--- src/rtl/nfl_resp_pkg.sv ---
// Package: shared mode codes and constants for the flash read response selector.
// Assumes the sequencer drives the 3-bit mode codes listed here.
package nfl_resp_pkg;

    typedef enum logic [2:0] {
        MODE_READ    = 3'd0,
        MODE_ERSETUP = 3'd1,
        MODE_IDENT   = 3'd2,
        MODE_STATUS  = 3'd3,
        MODE_QUERY   = 3'd4
    } resp_mode_e;

    localparam logic [7:0]  QRY_LEN   = 8'h52;
    localparam logic [15:0] ID_ABSENT = 16'h00FF;

    // Right shift that turns a byte offset into a word offset.
    function automatic int unsigned word_shift(input int unsigned bus_bytes);
        if (bus_bytes == 4) return 2;
        else if (bus_bytes == 2) return 1;
        else return 0;
    endfunction

endpackage

--- src/rtl/nfl_cfi_table.sv ---
// Module: combinational query-table lookup.
// Geometry entries are derived from the parameters at elaboration.
// Assumes SECTOR_BYTES and NUM_SECTORS are powers of two.
module nfl_cfi_table #(
    parameter int unsigned SECTOR_BYTES = 4096,
    parameter int unsigned NUM_SECTORS  = 16
) (
    input  logic [7:0] idx,
    output logic [7:0] entry
);
    localparam int unsigned CHIP_LOG2 = $clog2(SECTOR_BYTES * NUM_SECTORS);
    localparam logic [15:0] BLK_M1    = 16'(NUM_SECTORS - 1);
    localparam logic [15:0] SEC_UNITS = 16'(SECTOR_BYTES / 256);

    // Table decode; anything not listed (including offsets past the end) is zero.
    always_comb begin
        case (idx)
            8'h10: entry = 8'h51;
            8'h11: entry = 8'h52;
            8'h12: entry = 8'h59;
            8'h13: entry = 8'h02;
            8'h15: entry = 8'h31;
            8'h1B: entry = 8'h27;
            8'h1C: entry = 8'h36;
            8'h1F: entry = 8'h07;
            8'h21: entry = 8'h09;
            8'h22: entry = 8'h0C;
            8'h23: entry = 8'h01;
            8'h25: entry = 8'h0A;
            8'h26: entry = 8'h0D;
            8'h27: entry = 8'(CHIP_LOG2);
            8'h28: entry = 8'h02;
            8'h2C: entry = 8'h01;
            8'h2D: entry = BLK_M1[7:0];
            8'h2E: entry = BLK_M1[15:8];
            8'h2F: entry = SEC_UNITS[7:0];
            8'h30: entry = SEC_UNITS[15:8];
            8'h31: entry = 8'h50;
            8'h32: entry = 8'h52;
            8'h33: entry = 8'h49;
            8'h34: entry = 8'h31;
            8'h35: entry = 8'h30;
            default: entry = 8'h00;
        endcase
    end

endmodule

--- src/rtl/nfl_ident_sel.sv ---
// Module: identify-mode decode.
// Gives the ID value and a hit flag; without a hit the caller falls back to array data.
// Optional words equal to 0x00FF count as absent.
module nfl_ident_sel
    import nfl_resp_pkg::*;
(
    input  logic [7:0]  woff,
    input  logic [15:0] id_w0,
    input  logic [15:0] id_w1,
    input  logic [15:0] id_w2,
    input  logic [15:0] id_w3,
    output logic        id_hit,
    output logic [15:0] id_val
);
    // Offset decode with fallthrough for absent optional words.
    always_comb begin
        id_hit = 1'b0;
        id_val = 16'h0000;
        case (woff)
            8'h00: begin id_hit = 1'b1; id_val = id_w0; end
            8'h01: begin id_hit = 1'b1; id_val = id_w1; end
            8'h02: begin id_hit = 1'b1; id_val = 16'h0000; end
            8'h0E: begin id_hit = (id_w2 != ID_ABSENT); id_val = id_w2; end
            8'h0F: begin id_hit = (id_w3 != ID_ABSENT); id_val = id_w3; end
            default: begin id_hit = 1'b0; id_val = 16'h0000; end
        endcase
    end

endmodule

--- src/rtl/nfl_status_tgl.sv ---
// Module: holds the status toggle bit. It inverts after every status read.
// Assumes stat_rd is high for exactly one cycle per status read.
module nfl_status_tgl (
    input  logic clk,
    input  logic rst_n,
    input  logic stat_rd,
    output logic tgl
);
    // Toggle register: flips on each status read, cleared by reset.
    always_ff @(posedge clk) begin
        if (!rst_n) tgl <= 1'b0;
        else if (stat_rd) tgl <= ~tgl;
    end

    p_tgl_flips_r6: assert property (@(posedge clk) disable iff (!rst_n)
        stat_rd |=> (tgl != $past(tgl)));
    p_tgl_holds_r6: assert property (@(posedge clk) disable iff (!rst_n)
        !stat_rd |=> $stable(tgl));

endmodule

--- src/rtl/nfl_read_resp.sv ---
// Module: read response selector for a parallel NOR flash model.
// It steers array data, ID words, the toggling status byte or query-table entries
// by the mode code, and registers the result one cycle after the strobe.
// Assumes arr_data matches rd_addr in the strobe cycle and ADDR_W >= 8.
module nfl_read_resp
    import nfl_resp_pkg::*;
#(
    parameter int unsigned BUS_BYTES    = 2,
    parameter int unsigned SECTOR_BYTES = 4096,
    parameter int unsigned NUM_SECTORS  = 16,
    localparam int unsigned DATA_W = 8 * BUS_BYTES,
    localparam int unsigned ADDR_W = $clog2(SECTOR_BYTES * NUM_SECTORS)
) (
    input  logic              clk,
    input  logic              rst_n,
    input  logic              rd_stb,
    input  logic [ADDR_W-1:0] rd_addr,
    input  logic [2:0]        mode_i,
    input  logic [DATA_W-1:0] arr_data,
    input  logic [7:0]        stat_in,
    input  logic [15:0]       id_w0,
    input  logic [15:0]       id_w1,
    input  logic [15:0]       id_w2,
    input  logic [15:0]       id_w3,
    output logic              rd_valid,
    output logic [DATA_W-1:0] rd_data
);
    localparam int unsigned SHIFT = word_shift(BUS_BYTES);

    logic [7:0]  woff;
    logic [7:0]  qry_entry;
    logic        id_hit;
    logic [15:0] id_val;
    logic        tgl;
    logic        stat_rd;
    logic [31:0] sel32;

    // Word offset within the low address byte.
    assign woff    = rd_addr[7:0] >> SHIFT;
    assign stat_rd = rd_stb && (mode_i == MODE_STATUS);

    nfl_cfi_table #(
        .SECTOR_BYTES (SECTOR_BYTES),
        .NUM_SECTORS  (NUM_SECTORS)
    ) u_qry (
        .idx   (woff),
        .entry (qry_entry)
    );

    nfl_ident_sel u_ident (
        .woff   (woff),
        .id_w0  (id_w0),
        .id_w1  (id_w1),
        .id_w2  (id_w2),
        .id_w3  (id_w3),
        .id_hit (id_hit),
        .id_val (id_val)
    );

    nfl_status_tgl u_tgl (
        .clk     (clk),
        .rst_n   (rst_n),
        .stat_rd (stat_rd),
        .tgl     (tgl)
    );

    // Source select by mode; unknown codes behave as plain reads.
    always_comb begin
        case (mode_i)
            MODE_IDENT:  sel32 = id_hit ? 32'(id_val) : 32'(arr_data);
            MODE_STATUS: sel32 = 32'({stat_in[7], stat_in[6] ^ tgl, stat_in[5:0]});
            MODE_QUERY:  sel32 = (woff < QRY_LEN) ? 32'(qry_entry) : 32'h0;
            default:     sel32 = 32'(arr_data);
        endcase
    end

    // Response register: captures on strobe, holds otherwise.
    always_ff @(posedge clk) begin
        if (!rst_n) begin
            rd_valid <= 1'b0;
            rd_data  <= '0;
        end else begin
            rd_valid <= rd_stb;
            if (rd_stb) rd_data <= sel32[DATA_W-1:0];
        end
    end

    p_valid_on_stb_r2: assert property (@(posedge clk) disable iff (!rst_n)
        rd_stb |=> rd_valid);
    p_idle_hold_r2: assert property (@(posedge clk) disable iff (!rst_n)
        !rd_stb |=> (!rd_valid && $stable(rd_data)));
    p_status_top_bit_r6: assert property (@(posedge clk) disable iff (!rst_n)
        stat_rd |=> (rd_data[7] == $past(stat_in[7])));
    p_ident_unprot_r4: assert property (@(posedge clk) disable iff (!rst_n)
        (rd_stb && mode_i == MODE_IDENT && woff == 8'h02) |=> (rd_data == '0));
    p_query_beyond_r7: assert property (@(posedge clk) disable iff (!rst_n)
        (rd_stb && mode_i == MODE_QUERY && woff >= QRY_LEN) |=> (rd_data == '0));

endmodule

--- config.mk ---
export PLATFORM = sky130hd
export DESIGN_NAME = nfl_read_resp
export DESIGN_NICKNAME = d
export VERILOG_FILES = /design/src/rtl/nfl_resp_pkg.sv /design/src/rtl/nfl_cfi_table.sv /design/src/rtl/nfl_ident_sel.sv /design/src/rtl/nfl_status_tgl.sv /design/src/rtl/nfl_read_resp.sv
export SDC_FILE = /design/constraint.sdc
export NUM_CORES = 1
export LEC_CHECK = 0
export BUFFER_PORTS_ARGS = -buffer_cell sky130_fd_sc_hd__buf_2
export CAP_MARGIN = 20
export CORE_UTILIZATION = 44
export CTS_BUF_LIST = sky130_fd_sc_hd__clkbuf_8
export DETAILED_ROUTE_END_ITERATION = 7
export PLACE_DENSITY = 0.93
export SYNTH_ARGS = -nofsm -noshare
export SYNTH_HDL_FRONTEND = slang
export SYNTH_SLANG_ARGS = --single-unit
--- constraint.sdc ---
create_clock -name clk -period 2.4 [get_ports clk]
set_input_delay 0.24 -clock clk [delete_from_list [all_inputs] [get_ports clk]]
set_output_delay 0.24 -clock clk [all_outputs]
set_load 0.05 [all_outputs]
* Word-level counts from Yosys, hierarchy flattened
Memories as Yosys holds them, arrays and structs flattened.
Cells that the tools add are included.
** Cells by class
- Equality and inequality tests :: 9
- Magnitude comparators :: 1
- Muxes and demuxes :: 6
- Bitwise operators :: 2
- Reduce and logical (&&, ||, !) cells :: 4
** Operators with widths (number)
- $pmux W16 S4 :: 1
- $pmux W16 S3 :: 1
- $ne A16 B8 Y1 const B :: 2
- $mux W16 :: 1
- $mux W8 :: 2
- $eq A7 B4 Y1 const B :: 2
- $logic_not A8 Y1 :: 1
- $eq A7 B1 Y1 const B :: 1
- $eq A7 B2 Y1 const B :: 1
- $lt A7 B7 Y1 const B :: 1
- $eq A3 B2 Y1 const B :: 2
- $eq A3 B3 Y1 const B :: 1
- $pmux W1 S3 :: 1
- $reduce_or A3 Y1 :: 1
- $logic_not A2 Y1 :: 1
- $logic_and A1 B1 Y1 :: 1
- $not A1 Y1 :: 1
- $xor A1 B1 Y1 :: 1
** Word-level totals
- Output and inout port bits :: 17
- Register bits :: 18
- Logic and storage cells :: 26
- Bits in read-only memories :: 448
- Memories kept :: 1
** Memories
- (name not given) :: words 64, width 7, read ports 1, clocked after Yosys merged registers in 0, wr ports 0, RTL line nfl_cfi_table.sv:17 : case (idx)

* Longest topological paths before layout
- Depth in word-level cells :: 5
- Depth in mapped cells :: 9
- Mapped depth without buffers :: 8

* Modules after synthesis
From an unflattened synthesis, not the netlist that was laid out.
** Unflattened totals
- Cell total of the unflattened synthesis :: 254
- Area, all modules :: 2084.5 µm²
** By module, submodules not included
- nfl_read_resp :: area an instance 993.5 µm², cells each 113, instances 1
- nfl_ident_sel :: area an instance 581.8 µm², cells each 74, instances 1
- nfl_cfi_table :: area an instance 474.2 µm², cells each 64, instances 1
- nfl_status_tgl :: area an instance 35.0 µm², cells each 3, instances 1

* Worst setup path before layout
Ideal clock, no wire load.
- Kind :: input-to-reg
- Start point :: input id_w3[8]
- End point :: register rd_data[10]
- Library setup time :: 0.119 ns
- Required time :: 2.281 ns
- Cell stages on the path :: 6
- Arrival :: 2.019 ns
- Setup slack :: 0.262 ns
- Path through :: or4_1 -> or4_1 -> a32oi_2 -> a21oi_2 -> nand2b_4 -> o221a_2
** On the way
- Cells in the longest elaborated chain, start to end :: 4
** RTL lines
- from (decl) :: RTL line nfl_read_resp.sv:24 : input logic [15:0] id_w3,
- $ne A16 B8 Y1 :: RTL line nfl_ident_sel.sv:24 : 8'h0F: begin id_hit = (id_w3 != ID_ABSENT); id_val = id_w3; end
- $pmux W1 S3 :: RTL line nfl_ident_sel.sv:19 : case (woff)
- $mux W16 :: RTL line nfl_read_resp.sv:70 : MODE_IDENT: sel32 = id_hit ? 32'(id_val) : 32'(arr_data);
- $pmux W16 S3 :: RTL line nfl_read_resp.sv:69 : case (mode_i)
- to (signal assigned) :: RTL line nfl_read_resp.sv:84 : if (rd_stb) rd_data <= sel32[DATA_W-1:0];
- to (decl) :: RTL line nfl_read_resp.sv:26 : output logic [DATA_W-1:0] rd_data
No other way between the ends.
A chain may end at the register's enable or synchronous reset.

* Final worst setup path
- Start point :: input id_w3[8]
- End point :: register rd_data[6]
The elaborated chain is that of the path after synthesis.

==> metrics.md <==
| Metric | Value |
|---|---|
| Status | `complete, no violations` |
| Ant diodes | `0` |
| Vias in the first global route | `2369` |
| Final slew viol count | `0` |
| Total Nets Final | `506` |
| R2R Setup Slk | `1.11 ns` |
| Largest net degree at the start of global routing | `18` |
| Layout area overhead | `36.4%` |
| Most used DFF post-synth | `dfxtp_1` |
| Hold Path Cell Cnt | `3` |
| Number of synthesized flops with an enable pin | `0` |
| CTS tree | `done` |
| WHS Endpoint | `rd_data[14]` |
| Syn Area/Cell | `7.20 um2` |
| Layout cells sized above 1 | `38.7%` |
| Post-Place Cells | `435` |
| Fraction of registers with async set/reset | `0%` |
| First-pass GRT wire length | `10900 um` |
| Worst Tran Pin Value | `0.598 ns` |
| Place WS | `-0.000146 ns` |
| Min Tclk post-route | `2.16 ns` |
| Post-Layout Inst Area | `0.00268 mm2` |
| Worst-Skew Late Latency | `0.26 ns` |
| Grt ovf | `0` |
| Fillers | `343` |
| Routed len/inst | `16.6 um` |
| Arrival time worst endpoint | `2.35 ns` |
| Period utilization | `90.2%` |
| Multi-input gate area | `0.00150 mm2` |
| Worst R2R Path Depth | `5` |
| Worst vdd ir | `0.197 mV` |
| DRC Markers | `0` |
| R2r startpoint | `u_tgl.tgl` |
| FF/Latch Area | `360 um2` |
| Via/cell ratio | `6.24` |
| Final hold viol count | `0` |
| Initial antenna violation count | `0` |
| CP Launch Type | `input port` |
| Buffers on Ports | `117` |
| Slew HR | `60.0%` |
| Clock buffer depth | `2` |
| Post-CTS Setup Inserts | `0` |
| YS warnings | `0` |
| Worst Hold Launch | `arr_data[14]` |
| Post-Route WL | `7280 um` |
| Total Die Area | `0.00474 mm2` |
| Synthesis-stage register bit count | `18` |
| GPL Wtd Cong | `0.997` |
| Io pins | `127` |
| MaxCap Viol Count | `0` |
| Root buffer cell | `clkbuf_8` |
| CTS resizes | `0` |
| Starting Density | `47.4%` |
| Seq/Total Area, Yosys | `18.3%` |
| Critical path class | `in2reg` |
| Syn Std Cell Area | `0.00196 mm2` |
| Placed cell area | `0.00264 mm2` |
| Power density over the cells | `355 mW/mm2` |
| Num CTS Buffers | `3` |
| Core area | `0.00414 mm2` |
| Worst EP required | `2.59 ns` |
| GR Util All Layers | `31.0%` |
| RR Endpoint | `rd_data[6]` |
| Initial drt markers | `312` |
| Unique masters post-synth | `52` |
| Syn Nets | `389` |
| Clock transition at path regs | `0.07 ns` |
| Die height | `68.8 um` |
| Drt pass-1 iters | `8` |
| Leak | `1.28 nW` |
| CTS H-Tree Depth | `1` |
| CTS Hold Buffers Added | `0` |
| Max frequency | `462 MHz` |
| HPWL after DPL | `5840 um` |
| Die W | `68.8 um` |
| Class of the worst hold path | `in2reg` |
| Maximum net fanout on the critical path | `4` |
| Post-Syn Instances | `273` |
| Final setup violation count | `0` |
| Critical Path End Type | `register` |
| Routed via count | `2734` |
| Slack of the critical path | `0.235 ns` |
| Num rows | `23` |
| Clock sinks | `18` |
| Layout Cells excl Fill | `438` |
| Clock skew | `0.00493 ns` |
| Antenna-violating nets left | `0` |
| Unrepaired setup endpoints after global routing | `no` |
[through the flow]
stage	power, mW	hold WS [ns]	setup TNS [ns]	util [%]
after global routing	0.998	0.231	0	64.7
after detailed placement	0.735	0.450	-0.000146	63.7
final	0.952	0.221	0	64.7
after CTS	0.940	0.227	0	64.7
after floorplan	0.566	0.373	0	-
after global placement	0.722	0.439	0	63.7
[cells in the mapped netlist (all sizes together) (3+ instances only)]
cell,number,area (um2)
clkbuf,17,63.8
or4,6,45.0
dfxtp,18,360
a221oi,4,41.3
and2,10,62.6
o21a,4,30.0
a22oi,7,52.6
o21ai,12,60.1
o211ai,6,45.0
ha,6,75.1
nand2,48,180
a222oi,16,160
nor2,15,56.3
nor2b,6,37.5
a211oi,6,50.1
and3,4,25.0
nand3,4,20.0
buf,3,22.5
inv,5,18.8
a21oi,23,119
nand4,4,25.0
nand2b,12,82.6
nor3,4,31.3
o221a,7,78.8
[metal layers]
layer  wire length, um  part of all wire, %  track usage (%)  vias to the layer above
met1              2770                   38             39.8                     1216
met4               221                  3.0             11.7                        0
li1                  -                    -                -                     1285
met5                 0                    0                0                        -
met3               806                   11             3.62                       29
met2              3480                   48             52.8                      204
[placed cells by master, fill, tap and decap left out, types with 3 or more instances in the layout]
| master | instances |
|---|---|
| inv_1 | 5 |
| a211oi_1 | 5 |
| ha_1 | 6 |
| buf_4 | 15 |
| nor3_1 | 3 |
| nand3_1 | 4 |
| and3_1 | 4 |
| nor2b_1 | 6 |
| dfxtp_1 | 18 |
| a221oi_1 | 3 |
| nand2b_1 | 11 |
| o21ai_0 | 11 |
| or4_1 | 6 |
| and2_1 | 10 |
| buf_2 | 117 |
| a21oi_1 | 22 |
| a222oi_1 | 16 |
| clkbuf_8 | 3 |
| nand2_1 | 48 |
| nor2_1 | 15 |
| o211ai_1 | 6 |
| o221a_2 | 7 |
| a22oi_1 | 7 |
| nand4_1 | 4 |
| o21a_1 | 4 |
[critical path: stages]
cell and delay [ns]:
buf_2 0.10, or4_1 0.52, or4_1 0.55, a32oi_2 0.23
and3b_1 0.28, buf_4 0.16, a221oi_1 0.08, a21oi_1 0.19
[layout make-up]
class,instances,area share (%)
Clock buffer,3,1.54
Inverter,5,0.700
Multi-Input combinational cell,230,55.9
Sequential cell,18,13.4
Tap cell,50,2.33
Timing Repair Buffer,132,26.1
[kinds of logic after synthesis]
group / Yosys count / share of synthesized area, %
AND/OR/NAND/NOR: 120 / 31.5
AO/OA/AOI/OAI: 98 / 38.1
buffers and inverters: 25 / 5.35
flip-flops: 18 / 18.3
adder cells (fa/ha/maj): 6 / 3.82
XOR/XNOR: 3 / 1.34
multiplexers: 3 / 1.59
[where the power goes]
group | internal (mW) | switching (mW)
logic | 0.162 | 0.244
clock network | 0.112 | 0.101
registers | 0.320 | 0.0133
[state kept, by name (all words and copies together) (netlist names)]
| register | cells |
|---|---|
| rd_data | 16 |
| rd_valid | 1 |
| u_tgl.tgl | 1 |
[worst max path at each step]
stage,slack (ns),depth (start not counted),from,to
3_5_place_dp,-0.0001,8,id_w3[11],rd_data[6]
3_3_place_gp,0.06,8,id_w3[8],rd_data[7]
4_1_cts,0.26,8,id_w3[8],rd_data[6]
6_report,0.24,8,id_w3[8],rd_data[6]
2_1_floorplan,0.26,6,id_w3[8],rd_data[10]
5_1_grt,0.13,8,id_w3[8],rd_data[6]
Power figures use the tool's default switching activity.
